`src/rtl/irqseq_pkg.sv`:
```
package irqseq_pkg;

  localparam int NLINE = 8;
  localparam int LW    = $clog2(NLINE);

  typedef enum logic [1:0] {
    STEP_NORMAL  = 2'd0,
    STEP_BASE    = 2'd1,
    STEP_CASCADE = 2'd2,
    STEP_MODE    = 2'd3
  } step_e;

  // one-hot-ish classification of a single write access
  typedef struct packed {
    logic init;      // first init word
    logic base_w;    // vector base word
    logic casc_w;    // cascade word (consumed)
    logic mode_w;    // mode word
    logic mask_w;    // mask load
    logic ocw3;      // poll / read select / special mask
    logic rot_w;     // rotate-on-auto-EOI load
    logic eoi_top;   // clear highest-priority in-service bit
    logic eoi_sel;   // clear named in-service bit
    logic set_off;   // set offset directly
    logic rot_after; // eoi also moves offset
  } wdec_t;

endpackage

```
`src/rtl/irqseq_decode.sv`:
```
module irqseq_decode
  import irqseq_pkg::*;
(
  input  logic       wr_en,
  input  logic       a0,
  input  logic [4:0] cmd_bits,   // data bits 7..3
  input  step_e      step,
  output wdec_t      dec
);

  logic [2:0] code;
  assign code = cmd_bits[4:2];

  always_comb begin
    dec = '0;
    if (wr_en) begin
      if (!a0) begin
        if (cmd_bits[1]) begin
          dec.init = 1'b1;
        end else if (cmd_bits[0]) begin
          dec.ocw3 = 1'b1;
        end else begin
          unique case (code)
            3'd0, 3'd4: dec.rot_w   = 1'b1;
            3'd1:       dec.eoi_top = 1'b1;
            3'd5: begin dec.eoi_top = 1'b1; dec.rot_after = 1'b1; end
            3'd3:       dec.eoi_sel = 1'b1;
            3'd7: begin dec.eoi_sel = 1'b1; dec.rot_after = 1'b1; end
            3'd6:       dec.set_off = 1'b1;
            default: ;  // code 2: no operation
          endcase
        end
      end else begin
        unique case (step)
          STEP_NORMAL:  dec.mask_w = 1'b1;
          STEP_BASE:    dec.base_w = 1'b1;
          STEP_CASCADE: dec.casc_w = 1'b1;
          STEP_MODE:    dec.mode_w = 1'b1;
          default: ;
        endcase
      end
    end
  end

endmodule

```
`src/rtl/irqseq_init_fsm.sv`:
```
module irqseq_init_fsm
  import irqseq_pkg::*;
(
  input  logic       clk,
  input  logic       rst_n,
  input  wdec_t      dec,
  input  logic [4:0] d_base,     // data bits 7..3
  input  logic       d_need4,    // data bit 0
  input  logic       d_nested,   // data bit 4
  input  logic       d_aeoi,     // data bit 1
  output step_e      step,
  output logic [7:0] base,
  output logic       nested,
  output logic       aeoi
);

  step_e      step_q, step_n;
  logic       need4_q, need4_n;
  logic [4:0] base_q, base_n;
  logic       nest_q, nest_n;
  logic       aeoi_q, aeoi_n;
  logic       en;

  assign en = dec.init | dec.base_w | dec.casc_w | dec.mode_w;

  always_comb begin
    step_n  = step_q;
    need4_n = need4_q;
    base_n  = base_q;
    nest_n  = nest_q;
    aeoi_n  = aeoi_q;
    if (dec.init) begin
      step_n  = STEP_BASE;
      need4_n = d_need4;
      base_n  = '0;
      nest_n  = 1'b0;
      aeoi_n  = 1'b0;
    end else if (dec.base_w) begin
      base_n  = d_base;
      step_n  = STEP_CASCADE;
    end else if (dec.casc_w) begin
      step_n  = need4_q ? STEP_MODE : STEP_NORMAL;
    end else if (dec.mode_w) begin
      nest_n  = d_nested;
      aeoi_n  = d_aeoi;
      step_n  = STEP_NORMAL;
    end
  end

  always_ff @(posedge clk or negedge rst_n) begin
    if (!rst_n) begin
      step_q  <= STEP_NORMAL;
      need4_q <= 1'b0;
      base_q  <= '0;
      nest_q  <= 1'b0;
      aeoi_q  <= 1'b0;
    end else if (en) begin
      step_q  <= step_n;
      need4_q <= need4_n;
      base_q  <= base_n;
      nest_q  <= nest_n;
      aeoi_q  <= aeoi_n;
    end
  end

  assign step   = step_q;
  assign base   = {base_q, 3'b000};
  assign nested = nest_q;
  assign aeoi   = aeoi_q;

  AST_INIT_STEP: assert property (@(posedge clk) disable iff (!rst_n)
    dec.init |=> step_q == STEP_BASE);

  AST_BASE_LOAD: assert property (@(posedge clk) disable iff (!rst_n)
    dec.base_w |=> (base == {$past(d_base), 3'b000}) && step_q == STEP_CASCADE);

  AST_CASC_STEP: assert property (@(posedge clk) disable iff (!rst_n)
    dec.casc_w |=> step_q == ($past(need4_q) ? STEP_MODE : STEP_NORMAL));

  AST_MODE_DONE: assert property (@(posedge clk) disable iff (!rst_n)
    dec.mode_w |=> step_q == STEP_NORMAL && aeoi_q == $past(d_aeoi));

endmodule

```
`src/rtl/irqseq_isr.sv`:
```
module irqseq_isr
  import irqseq_pkg::*;
(
  input  logic          clk,
  input  logic          rst_n,
  input  wdec_t         dec,
  input  logic [LW-1:0] d_line,     // data bits 2..0
  input  logic          ack_en,
  input  logic [LW-1:0] ack_line,
  input  logic          aeoi,
  input  logic          rot_aeoi,
  input  logic          poll_hit,
  input  logic [LW-1:0] poll_line,
  output logic [NLINE-1:0] isr,
  output logic [LW-1:0]    offset
);

  logic [NLINE-1:0] isr_q, isr_n, line_oh, ack_oh, poll_oh;
  logic [LW-1:0]    off_q, off_n, top_line;
  logic             top_valid, en;

  // highest-priority set bit, scanning upward from the offset
  always_comb begin
    top_valid = 1'b0;
    top_line  = '0;
    for (int k = NLINE - 1; k >= 0; k--) begin
      if (isr_q[off_q + LW'(k)]) begin
        top_valid = 1'b1;
        top_line  = off_q + LW'(k);
      end
    end
  end

  for (genvar g = 0; g < NLINE; g++) begin : g_oh
    assign line_oh[g] = (d_line    == LW'(g));
    assign ack_oh[g]  = (ack_line  == LW'(g));
    assign poll_oh[g] = (poll_line == LW'(g));
  end

  always_comb begin
    isr_n = isr_q;
    off_n = off_q;
    if (dec.init) begin
      isr_n = '0;
      off_n = '0;
    end else if (dec.eoi_top) begin
      if (top_valid) begin
        isr_n[top_line] = 1'b0;
        if (dec.rot_after) off_n = top_line + 1'b1;
      end
    end else if (dec.eoi_sel) begin
      isr_n = isr_q & ~line_oh;
      if (dec.rot_after) off_n = d_line + 1'b1;
    end else if (dec.set_off) begin
      off_n = d_line + 1'b1;
    end else if (ack_en) begin
      if (!aeoi)         isr_n = isr_q | ack_oh;
      else if (rot_aeoi) off_n = ack_line + 1'b1;
    end
    if (poll_hit) isr_n = isr_n & ~poll_oh;
  end

  assign en = dec.init | dec.eoi_top | dec.eoi_sel | dec.set_off | ack_en | poll_hit;

  always_ff @(posedge clk or negedge rst_n) begin
    if (!rst_n) begin
      isr_q <= '0;
      off_q <= '0;
    end else if (en) begin
      isr_q <= isr_n;
      off_q <= off_n;
    end
  end

  assign isr    = isr_q;
  assign offset = off_q;

  AST_EOI_NO_GROW: assert property (@(posedge clk) disable iff (!rst_n)
    (dec.eoi_top || dec.eoi_sel) |=> $countones(isr_q) <= $countones($past(isr_q)));

  AST_EOI_ONE_LESS: assert property (@(posedge clk) disable iff (!rst_n)
    (dec.eoi_top && isr_q != '0) |=> $countones(isr_q) + 1 == $countones($past(isr_q)));

  AST_ACK_SETS: assert property (@(posedge clk) disable iff (!rst_n)
    (ack_en && !aeoi && !dec.init && !poll_hit) |=> isr_q[$past(ack_line)]);

  AST_OFFSET_SET: assert property (@(posedge clk) disable iff (!rst_n)
    dec.set_off |=> off_q == $past(d_line) + 1'b1);

endmodule

```
`src/rtl/irqseq_top.sv`:
```
module irqseq_top
  import irqseq_pkg::*;
(
  input  logic       clk,
  input  logic       rst_n,
  input  logic       wr_en,
  input  logic       rd_en,
  input  logic       a0,
  input  logic [7:0] wdata,
  output logic [7:0] rdata,
  input  logic [7:0] irr_in,
  input  logic       win_valid,
  input  logic [2:0] win_line,
  input  logic       ack_en,
  input  logic [2:0] ack_line,
  output logic [7:0] irr_clr,
  output logic       int_drop,
  output logic [1:0] init_step,
  output logic [7:0] mask_q,
  output logic [7:0] isr_q,
  output logic [7:0] base_q,
  output logic [2:0] offset_q,
  output logic       auto_eoi_q,
  output logic       nested_q,
  output logic       smask_q,
  output logic       rot_aeoi_q
);

  wdec_t      dec;
  step_e      step;
  logic [7:0] mask_r, mask_n;
  logic       rsel_r, rsel_n, poll_r, poll_n, smask_r, smask_n, rot_r, rot_n;
  logic       poll_rd, poll_hit, en;

  irqseq_decode u_dec (
    .wr_en    (wr_en),
    .a0       (a0),
    .cmd_bits (wdata[7:3]),
    .step     (step),
    .dec      (dec)
  );

  irqseq_init_fsm u_init (
    .clk      (clk),
    .rst_n    (rst_n),
    .dec      (dec),
    .d_base   (wdata[7:3]),
    .d_need4  (wdata[0]),
    .d_nested (wdata[4]),
    .d_aeoi   (wdata[1]),
    .step     (step),
    .base     (base_q),
    .nested   (nested_q),
    .aeoi     (auto_eoi_q)
  );

  irqseq_isr u_isr (
    .clk       (clk),
    .rst_n     (rst_n),
    .dec       (dec),
    .d_line    (wdata[2:0]),
    .ack_en    (ack_en),
    .ack_line  (ack_line),
    .aeoi      (auto_eoi_q),
    .rot_aeoi  (rot_r),
    .poll_hit  (poll_hit),
    .poll_line (win_line),
    .isr       (isr_q),
    .offset    (offset_q)
  );

  assign poll_rd  = rd_en & poll_r;
  assign poll_hit = poll_rd & win_valid;

  always_comb begin
    mask_n  = mask_r;
    rsel_n  = rsel_r;
    poll_n  = poll_r;
    smask_n = smask_r;
    rot_n   = rot_r;
    if (dec.init) begin
      mask_n  = '0;
      rsel_n  = 1'b0;
      poll_n  = 1'b0;
      smask_n = 1'b0;
      rot_n   = 1'b0;
    end else if (dec.mask_w) begin
      mask_n = wdata;
    end else if (dec.ocw3) begin
      if (wdata[2]) poll_n  = 1'b1;
      if (wdata[1]) rsel_n  = wdata[0];
      if (wdata[6]) smask_n = wdata[5];
    end else if (dec.rot_w) begin
      rot_n = wdata[7];
    end else if (poll_rd) begin
      poll_n = 1'b0;
    end
  end

  assign en = dec.init | dec.mask_w | dec.ocw3 | dec.rot_w | poll_rd;

  always_ff @(posedge clk or negedge rst_n) begin
    if (!rst_n) begin
      mask_r  <= '0;
      rsel_r  <= 1'b0;
      poll_r  <= 1'b0;
      smask_r <= 1'b0;
      rot_r   <= 1'b0;
    end else if (en) begin
      mask_r  <= mask_n;
      rsel_r  <= rsel_n;
      poll_r  <= poll_n;
      smask_r <= smask_n;
      rot_r   <= rot_n;
    end
  end

  always_comb begin
    if (poll_r)      rdata = win_valid ? {5'b0, win_line} : 8'd7;
    else if (a0)     rdata = mask_r;
    else if (rsel_r) rdata = isr_q;
    else             rdata = irr_in;
  end

  always_comb begin
    irr_clr = '0;
    if (dec.init)     irr_clr = '1;
    else if (poll_hit) irr_clr[win_line] = 1'b1;
  end

  assign int_drop   = dec.init;
  assign init_step  = step;
  assign mask_q     = mask_r;
  assign smask_q    = smask_r;
  assign rot_aeoi_q = rot_r;

  AST_MASK_LOAD: assert property (@(posedge clk) disable iff (!rst_n)
    (wr_en && a0 && step == STEP_NORMAL) |=> mask_r == $past(wdata));

  AST_POLL_ONESHOT: assert property (@(posedge clk) disable iff (!rst_n)
    (rd_en && poll_r && !wr_en) |=> !poll_r);

  AST_WR_RD_EXCL: assert property (@(posedge clk) disable iff (!rst_n)
    !(wr_en && rd_en));

  AST_WR_ACK_EXCL: assert property (@(posedge clk) disable iff (!rst_n)
    !(wr_en && ack_en));

  AST_PLAIN_READ_KEEPS: assert property (@(posedge clk) disable iff (!rst_n)
    (rd_en && !poll_r && !wr_en && !ack_en) |=> $stable(isr_q) && $stable(mask_r));

endmodule

```
`config.mk`:
```
export PLATFORM = sky130hd
export DESIGN_NAME = irqseq_top
export DESIGN_NICKNAME = d
export VERILOG_FILES = /design/src/rtl/irqseq_pkg.sv /design/src/rtl/irqseq_decode.sv /design/src/rtl/irqseq_init_fsm.sv /design/src/rtl/irqseq_isr.sv /design/src/rtl/irqseq_top.sv
export SDC_FILE = /design/constraint.sdc
export NUM_CORES = 1
export LEC_CHECK = 0
export BUFFER_PORTS_ARGS = -buffer_cell sky130_fd_sc_hd__clkbuf_2
export CAP_MARGIN = 5
export CORE_ASPECT_RATIO = 1.75
export CORE_MARGIN = 3
export CORE_UTILIZATION = 56
export CTS_CLUSTER_SIZE = 30
export DETAILED_ROUTE_END_ITERATION = 6
export PLACE_DENSITY = 0.81
export SLEW_MARGIN = 0
export SYNTH_ARGS = -nofsm -noshare
export SYNTH_HDL_FRONTEND = slang
export SYNTH_SLANG_ARGS = --single-unit
```
`constraint.sdc`:
```
create_clock -name clk -period 4.53 [get_ports clk]
set_input_delay 0 -clock clk [delete_from_list [all_inputs] [get_ports clk]]
set_output_delay 0 -clock clk [all_outputs]
set_load 0.01 [all_outputs]
```
==> results of run 1 <==
final cells by class:
type | count | area, µm²
clock buffers | 6 | 82.58
multi-input cells | 337 | 2434
inverters | 17 | 63.81
fillers | 520 | 2023
well taps | 78 | 97.59
repair buffers | 79 | 407.9
clock inverters | 2 | 37.54
flip-flops and latches | 33 | 825.8
cell families after synthesis:
kind of cell | count (synthesis) | share of synthesized area
compound gates | 107 | 0.2332
xor+xnor | 2 | 0.005015
fa+ha+maj | 15 | 0.05372
buf+inv | 51 | 0.06913
flops | 33 | 0.2364
mux | 47 | 0.1780
other cells | 1 | 0.001073
simple gates | 163 | 0.2235
power by group through the flow:
stage / combinational [mW] / clock, mW / sequential [mW]
after floorplan: 0.792 / 0 / 0.404
after CTS: 1.03 / 0.297 / 0.442
after detailed placement: 1.03 / 0 / 0.447
final: 1.05 / 0.296 / 0.447
after global routing: 1.14 / 0.308 / 0.454
after global placement: 1.01 / 0 / 0.445
how the worst min path moves through the flow:
| stage | endpoint | slack [ps] |
|---|---|---|
| after floorplan | mask_q[0]$_DFFE_PN0P_ | -300 |
| after global placement | mask_q[1]$_DFFE_PN0P_ | 130 |
| after detailed placement | mask_q[1]$_DFFE_PN0P_ | 130 |
| after CTS | mask_q[3]$_DFFE_PN0P_ | 10 |
| after global routing | mask_q[3]$_DFFE_PN0P_ | 50 |
| final | mask_q[3]$_DFFE_PN0P_ | 10 |
cells in the mapped netlist, types with 2 or more instances:
cell      instances
a21o_1            2
o22a_1            5
nor3_1            8
and2_1            4
o311a_1           2
buf_4             4
o21bai_1          3
a32o_1            2
xnor2_1           2
nor4_1            3
and3_1            2
inv_1            15
mux2_2            8
a31oi_1           7
nand2_1          49
clkinv_1          2
nor4_2            2
a21oi_1          29
mux2i_1          28
nand3_1          29
mux4_2           10
nor2b_1           2
o22ai_1           6
o221ai_2          2
nor2_1           40
nor4bb_1          2
a22oi_1           3
clkbuf_1         22
buf_2             3
o211ai_1          3
buf_1             2
nand4_1           8
ha_1             15
buf_6             2
o21ai_0          15
a32oi_1           4
dfrtp_1          33
nand2b_1          6
a211oi_1          4
sequential cells by signal, summed over array words and instances, names as in the netlist:
signal          count
rot_aeoi_q          1
u_init.base_q       5
u_isr.offset        3
u_init.step         2
u_init.nested       1
smask_q             1
u_init.aeoi         1
u_init.need4_q      1
rsel_r              1
u_isr.isr           8
poll_r              1
mask_q              8
stage by stage:
| step | instances | setup slack (ps) | power (mW) | util |
|---|---|---|---|---|
| floorplan | 421 | 1008 | 1.197 | - |
| global placement | 543 | 1006 | 1.455 | 0.6394 |
| detailed placement | 543 | 896.0 | 1.473 | 0.6394 |
| CTS | 552 | 900.5 | 1.769 | 0.6612 |
| global route | 552 | 612.0 | 1.902 | 0.6612 |
| finish | 552 | 876.9 | 1.795 | 0.6612 |
timing repair:
item / 4_1_cts / 5_1_grt
hold buffers: 1 / 0
gates resized for setup: 0 / 0
hold endpoints to repair: 33 / 0
layer usage:
metal  GRT usage  up-vias
li1            -     1662
met3     0.05392       78
met2      0.5724      234
met5           0        -
met1      0.3453     1784
met4      0.2382        0
critical path: cells and delay by family (launching register included):
family,cells,cell delay (ps)
AND/OR/NAND/NOR,3,550
adder cells (fa/ha/maj),2,820
flip-flops,1,350
multiplexers,1,550
AO/OA/AOI/OAI,3,730
buffers and inverters,2,540
layout by cell type (no fill, tap or decap), types with 7 or more instances in the layout:
| cell type | netlist | routed |
|---|---|---|
| a21oi_1 | 29 | 29 |
| a31oi_1 | 7 | 7 |
| clkbuf_2 | 0 | 75 |
| dfrtp_1 | 33 | 33 |
| ha_1 | 15 | 15 |
| inv_1 | 15 | 15 |
| mux2_2 | 8 | 8 |
| mux2i_1 | 28 | 28 |
| mux4_2 | 10 | 10 |
| nand2_1 | 49 | 49 |
| nand3_1 | 29 | 29 |
| nand4_1 | 8 | 8 |
| nor2_1 | 40 | 40 |
| nor3_1 | 8 | 8 |
| o21ai_0 | 15 | 15 |
==> metrics.txt, run 1 <==
Antenna Violating Nets Remaining=0; clock power share=0.165; Rows=37; syn_area_per_cell=between 8 and 9 µm²; CP Class=reg2reg; first-pass GRT wire length=about 19 mm; Die H=roughly 110 µm; final hold slack=around 11 ps; Placed Area=approximately 0.0038 mm²; Least-Margin Pin Slew=about 930 ps; H-tree depth=2; Internal Pwr Total=~0.95 mW; metal2 WL=5.998 mm; Worst Hold Launch=wdata[3]; R2R cell count=11; R2R setup slack=~880 ps; Yosys top cell area share=0.2364; routed wl met3=723 µm; Via density=about 7; synthesized area=~0.0035 mm²; die area=0.007259 mm²; DR WL/cell=20.97 µm; CP Capture Type=flip-flop; outcome=completed; Crit Reg-Reg Endpoint=u_isr.offset[2]$_DFFE_PN0P_; layout cells sized above 1=0.2489; sequential area share after synthesis=0.2364; Post-CTS Setup Inserts=0; Critical Path Slowest Stage Cell=ha_1; area grow syn2layout=13.04%; Critical Path Sink=u_isr.offset[2]$_DFFE_PN0P_; M1 WL=around 3.9 mm; routability cong.=1.046; Seq pwr share=0.249; via count=around 3,800; dominant cell type by area after synthesis=dfrtp_1; final-report hold violation count=0; worst setup path start=u_isr.offset[1]$_DFFE_PN0P_; root buffer cell=clkbuf_8; Leakage Power=between 1.5 and 2 nW; CP startpoint kind=flip-flop; Pwr Density=~450 mW/mm²; Post-synth ARST share=1.000; Switching Power=0.8457 mW; Reg-to-Reg Start=u_isr.offset[1]$_DFFE_PN0P_; Post-synth EDFFs=0; ranking of synthesized cells by area=dfrtp_1 24%, mux2i_1 8.0%, mux4_2 6.4%, ha_1 5.4%, nand2_1 5.3%; total of max-cap violations=0; Overflow after GRT=0; initial antenna violation count=0; total track usage=0.3311; die extent in x=65.71 µm; worst hold path class=in2reg; CTS clk-pin slew, worst paths=80 ps; vias in the first global route=approximately 3,800; worst-skew pair later-pin latency=about 290 ps; register bit total from synthesis=33; Post-synth top flop=dfrtp_1; Comb pwr share=0.586; drt drc=0; crit path DAT=between 3000 and 4000 ps; Max FO, Critical Path=9; sw frac=0.4712; clock sink count=33; pin count of the biggest net entering global routing=34; I/O Buffers=between 70 and 80; Period minus WS final=between 3000 and 4000 ps; CTS Buffer Depth=2; core area=approximately 0.006 mm²; fin nets=approximately 520; hold path depth=3; CTS tree=yes; Tcrit/Tclk final=0.8064; relative slew slack=0.3728; yosys warns=0; f_max=273.7 MHz; final WL=roughly 12 mm; Worst path max stage delay=between 600 and 700 ps; drt initial violations=375; Worst EP required=4710 ps; Num CTS Buffers=5; Distinct cells, synth=70; max layer used=met4; Starting Density=0.5850; First-pass DRT Iterations=5; CP Cell Sequence=clkinv_1 > ha_1 > clkinv_1 > mux4_2 > a21boi_2 > nor4_2 > a41oi_2 > nand2_1 > ha_1 > or3_1 > a32o_1; Max VDD drop=between 0.0002 and 0.00025 V; io pins=79; Detail Placement HPWL=slightly below 9 mm; final setup fails=0; fin. max-slew vios=0; RSZ-0062 raised after global routing=no; cell area after layout=0.003949 mm²; Gate Count Post-Synth=roughly 420; worst clock skew=between 8 and 9 ps; ant diodes=0; final setup TNS=0 ps
No activity file was read; power rests on OpenSTA's default activity.
==> run 2: changes to the inputs <==
--- a/config.mk
+++ b/config.mk
@@ -9,10 +9,10 @@
 export CAP_MARGIN = 5
 export CORE_ASPECT_RATIO = 1.75
 export CORE_MARGIN = 3
-export CORE_UTILIZATION = 56
+export CORE_UTILIZATION = 50
 export CTS_CLUSTER_SIZE = 30
 export DETAILED_ROUTE_END_ITERATION = 6
-export PLACE_DENSITY = 0.81
+export PLACE_DENSITY = 0.77
 export SLEW_MARGIN = 0
 export SYNTH_ARGS = -nofsm -noshare
 export SYNTH_HDL_FRONTEND = slang
==> constraint.sdc (replaced) <==
create_clock -name clk -period 3 [get_ports clk]
set_input_delay 0 -clock clk [delete_from_list [all_inputs] [get_ports clk]]
set_output_delay 0 -clock clk [all_outputs]
set_load 0.01 [all_outputs]
==> metrics.txt, run 2 (synthesis gave the netlist of run 1 again) <==
outcome=completed; worst setup path start=u_isr.offset[0]$_DFFE_PN0P_; final setup fails=0 (unchanged); routability cong.=0.9597 (-8.2%); Least-Margin Pin Slew=861.4 ps (-66.70 ps); Detail Placement HPWL=9.384 mm (+7.7%); I/O Buffers=75 (unchanged); fin. max-slew vios=0 (unchanged); layout cells sized above 1=0.3261 (+0.07718); CP Capture Type=flip-flop; drt initial violations=286 (-24%); commonest non-fill, non-tap cells in the layout=75 x clkbuf_2, 49 x nand2_1, 40 x nor2_1, 36 x buf_4, 32 x dfrtp_1; ant diodes=0 (unchanged); vias in the first global route=3,829 (+0.55%); CP startpoint kind=flip-flop; final-report hold violation count=0 (unchanged); die area=0.008065 mm² (+11%); pin count of the biggest net entering global routing=34 (unchanged); RSZ-0062 raised after global routing=no; relative slew slack=0.4179 (+0.04507); Max FO, Critical Path=5 (-4); Die H=116.6 µm (+5.5%); first-pass GRT wire length=18.81 mm (-0.18%); Leakage Power=2.048 nW (+11%); initial antenna violation count=0 (unchanged); core area=0.006636 mm² (+11%); CTS tree=yes; Tcrit/Tclk final=0.9597 (+0.1533); Rows=39 (+5.4%); Period minus WS final=2879 ps (-773.9 ps); via count=3,806 (+1.3%); root buffer cell=clkbuf_16; Num CTS Buffers=5 (unchanged); io pins=79 (unchanged); Max VDD drop=0.0005704 V (+130%); total of max-cap violations=0 (unchanged); worst clock skew=3.687 ps (-4.868 ps); DR WL/cell=20.05 µm (-4.4%); Worst Hold Launch=wdata[3]; area of the multi-input gates=0.002505 mm² (+2.9%); H-tree depth=2 (unchanged); Layout fillers=597 (+15%); f_max=347.3 MHz (+27%); CTS Buffer Depth=2 (unchanged); drt drc=0 (unchanged); fin worst setup slack=120.8 ps (-756.1 ps); total track usage=0.2932 (-0.03788); Antenna Violating Nets Remaining=0 (unchanged); First-pass DRT Iterations=5 (unchanged); worst-skew pair later-pin latency=280 ps (about the same); Starting Density=0.5264 (-0.05856); Worst EP required=3170 ps (-1540 ps); CTS clk-pin slew, worst paths=50 ps (-30 ps); Via density=6.440 (-5.4%); worst hold path class=in2reg; area grow syn2layout=24.50%; final setup TNS=0 ps (unchanged); Pwr Density=715.1 mW/mm² (+57%); die extent in x=69.19 µm (+5.3%); Overflow after GRT=0 (unchanged); final WL=11.85 mm (+2.3%); crit path DAT=3050 ps (-790 ps); Place WS=103.7 ps (-792.3 ps); commonest non-fill, non-tap cell in the layout=clkbuf_2; clock sink count=33 (unchanged); FF+latch area=827.0 µm² (+0.15%); fin nets=552 (+6.8%); CP Class=reg2reg; Reg-to-Reg Start=u_isr.offset[0]$_DFFE_PN0P_
[run 2: area by class of cell]
cell class | instances | share of cell area
Inverter | 17 | 0.01956
Clock buffer | 5 | 0.02877
Sequential cell | 33 | 0.1902
Multi-Input combinational cell | 337 | 0.5759
Tap cell | 82 | 0.02359
Clock inverter | 3 | 0.004028
Timing Repair Buffer | 114 | 0.1579
[run 2: where the power goes]
part / internal (mW) / switching, mW / total, mW
clock network: 0.304 / 0.189 / 0.493
logic: 0.889 / 1.08 / 1.97
registers: 0.520 / 0.131 / 0.651
[run 2: worst paths after layout]
kind / cells past startpoint / slack (ps) / to
worst max-delay path: 10 / 120 / u_isr.offset[2]$_DFFE_PN0P_
worst min-delay path: 3 / 20 / mask_q[3]$_DFFE_PN0P_
worst max register to register: 10 / 120 / u_isr.offset[2]$_DFFE_PN0P_
worst min register to register: 2 / 530 / u_init.base_q[3]$_DFFE_PN0P_
max in group asynchronous: 2 / 2070 / u_isr.offset[1]$_DFFE_PN0P_
min in group asynchronous: 2 / 350 / mask_q[4]$_DFFE_PN0P_
[run 2: critical path: stages, from the launching register on]
cell and delay (ps):
dfrtp_1 380, buf_4 160, inv_8 50, ha_4 340, mux4_2 600, or2_1 250, a41oi_2 200, nand2_1 80
ha_2 190, or3_1 300, a32o_1 220
[run 2: through the flow]
step	instances	hold slack [ps]	util	power (mW)	cell area [µm²]
finish	591	19.37	0.6554	3.110	4349
CTS	589	17.74	0.6452	2.997	4282
floorplan	421	-295.6	-	1.891	3575
global placement	580	126.4	0.6222	2.467	4129
detailed placement	580	128.6	0.6222	2.496	4129
global route	591	39.43	0.6554	3.290	4349
[run 2: what timing repair did]
| item | in CTS | in global routing |
|---|---|---|
| hold buffers | 1 | 0 |
| endpoints found under the setup margin | 0 | 3 |
| endpoints found under the hold margin | 33 | 0 |
| buffers inserted | 0 | 2 |
| gates resized for setup | 0 | 8 |
[run 2: metal layers]
metal,wire (µm),share of wire,vias up,GRT usage
met5,0,0,-,0
met1,3988,0.34,1796,0.2864
met4,979,0.083,0,0.2438
met3,646,0.055,77,0.03531
met2,6232,0.53,202,0.5466
li1,-,-,1731,-
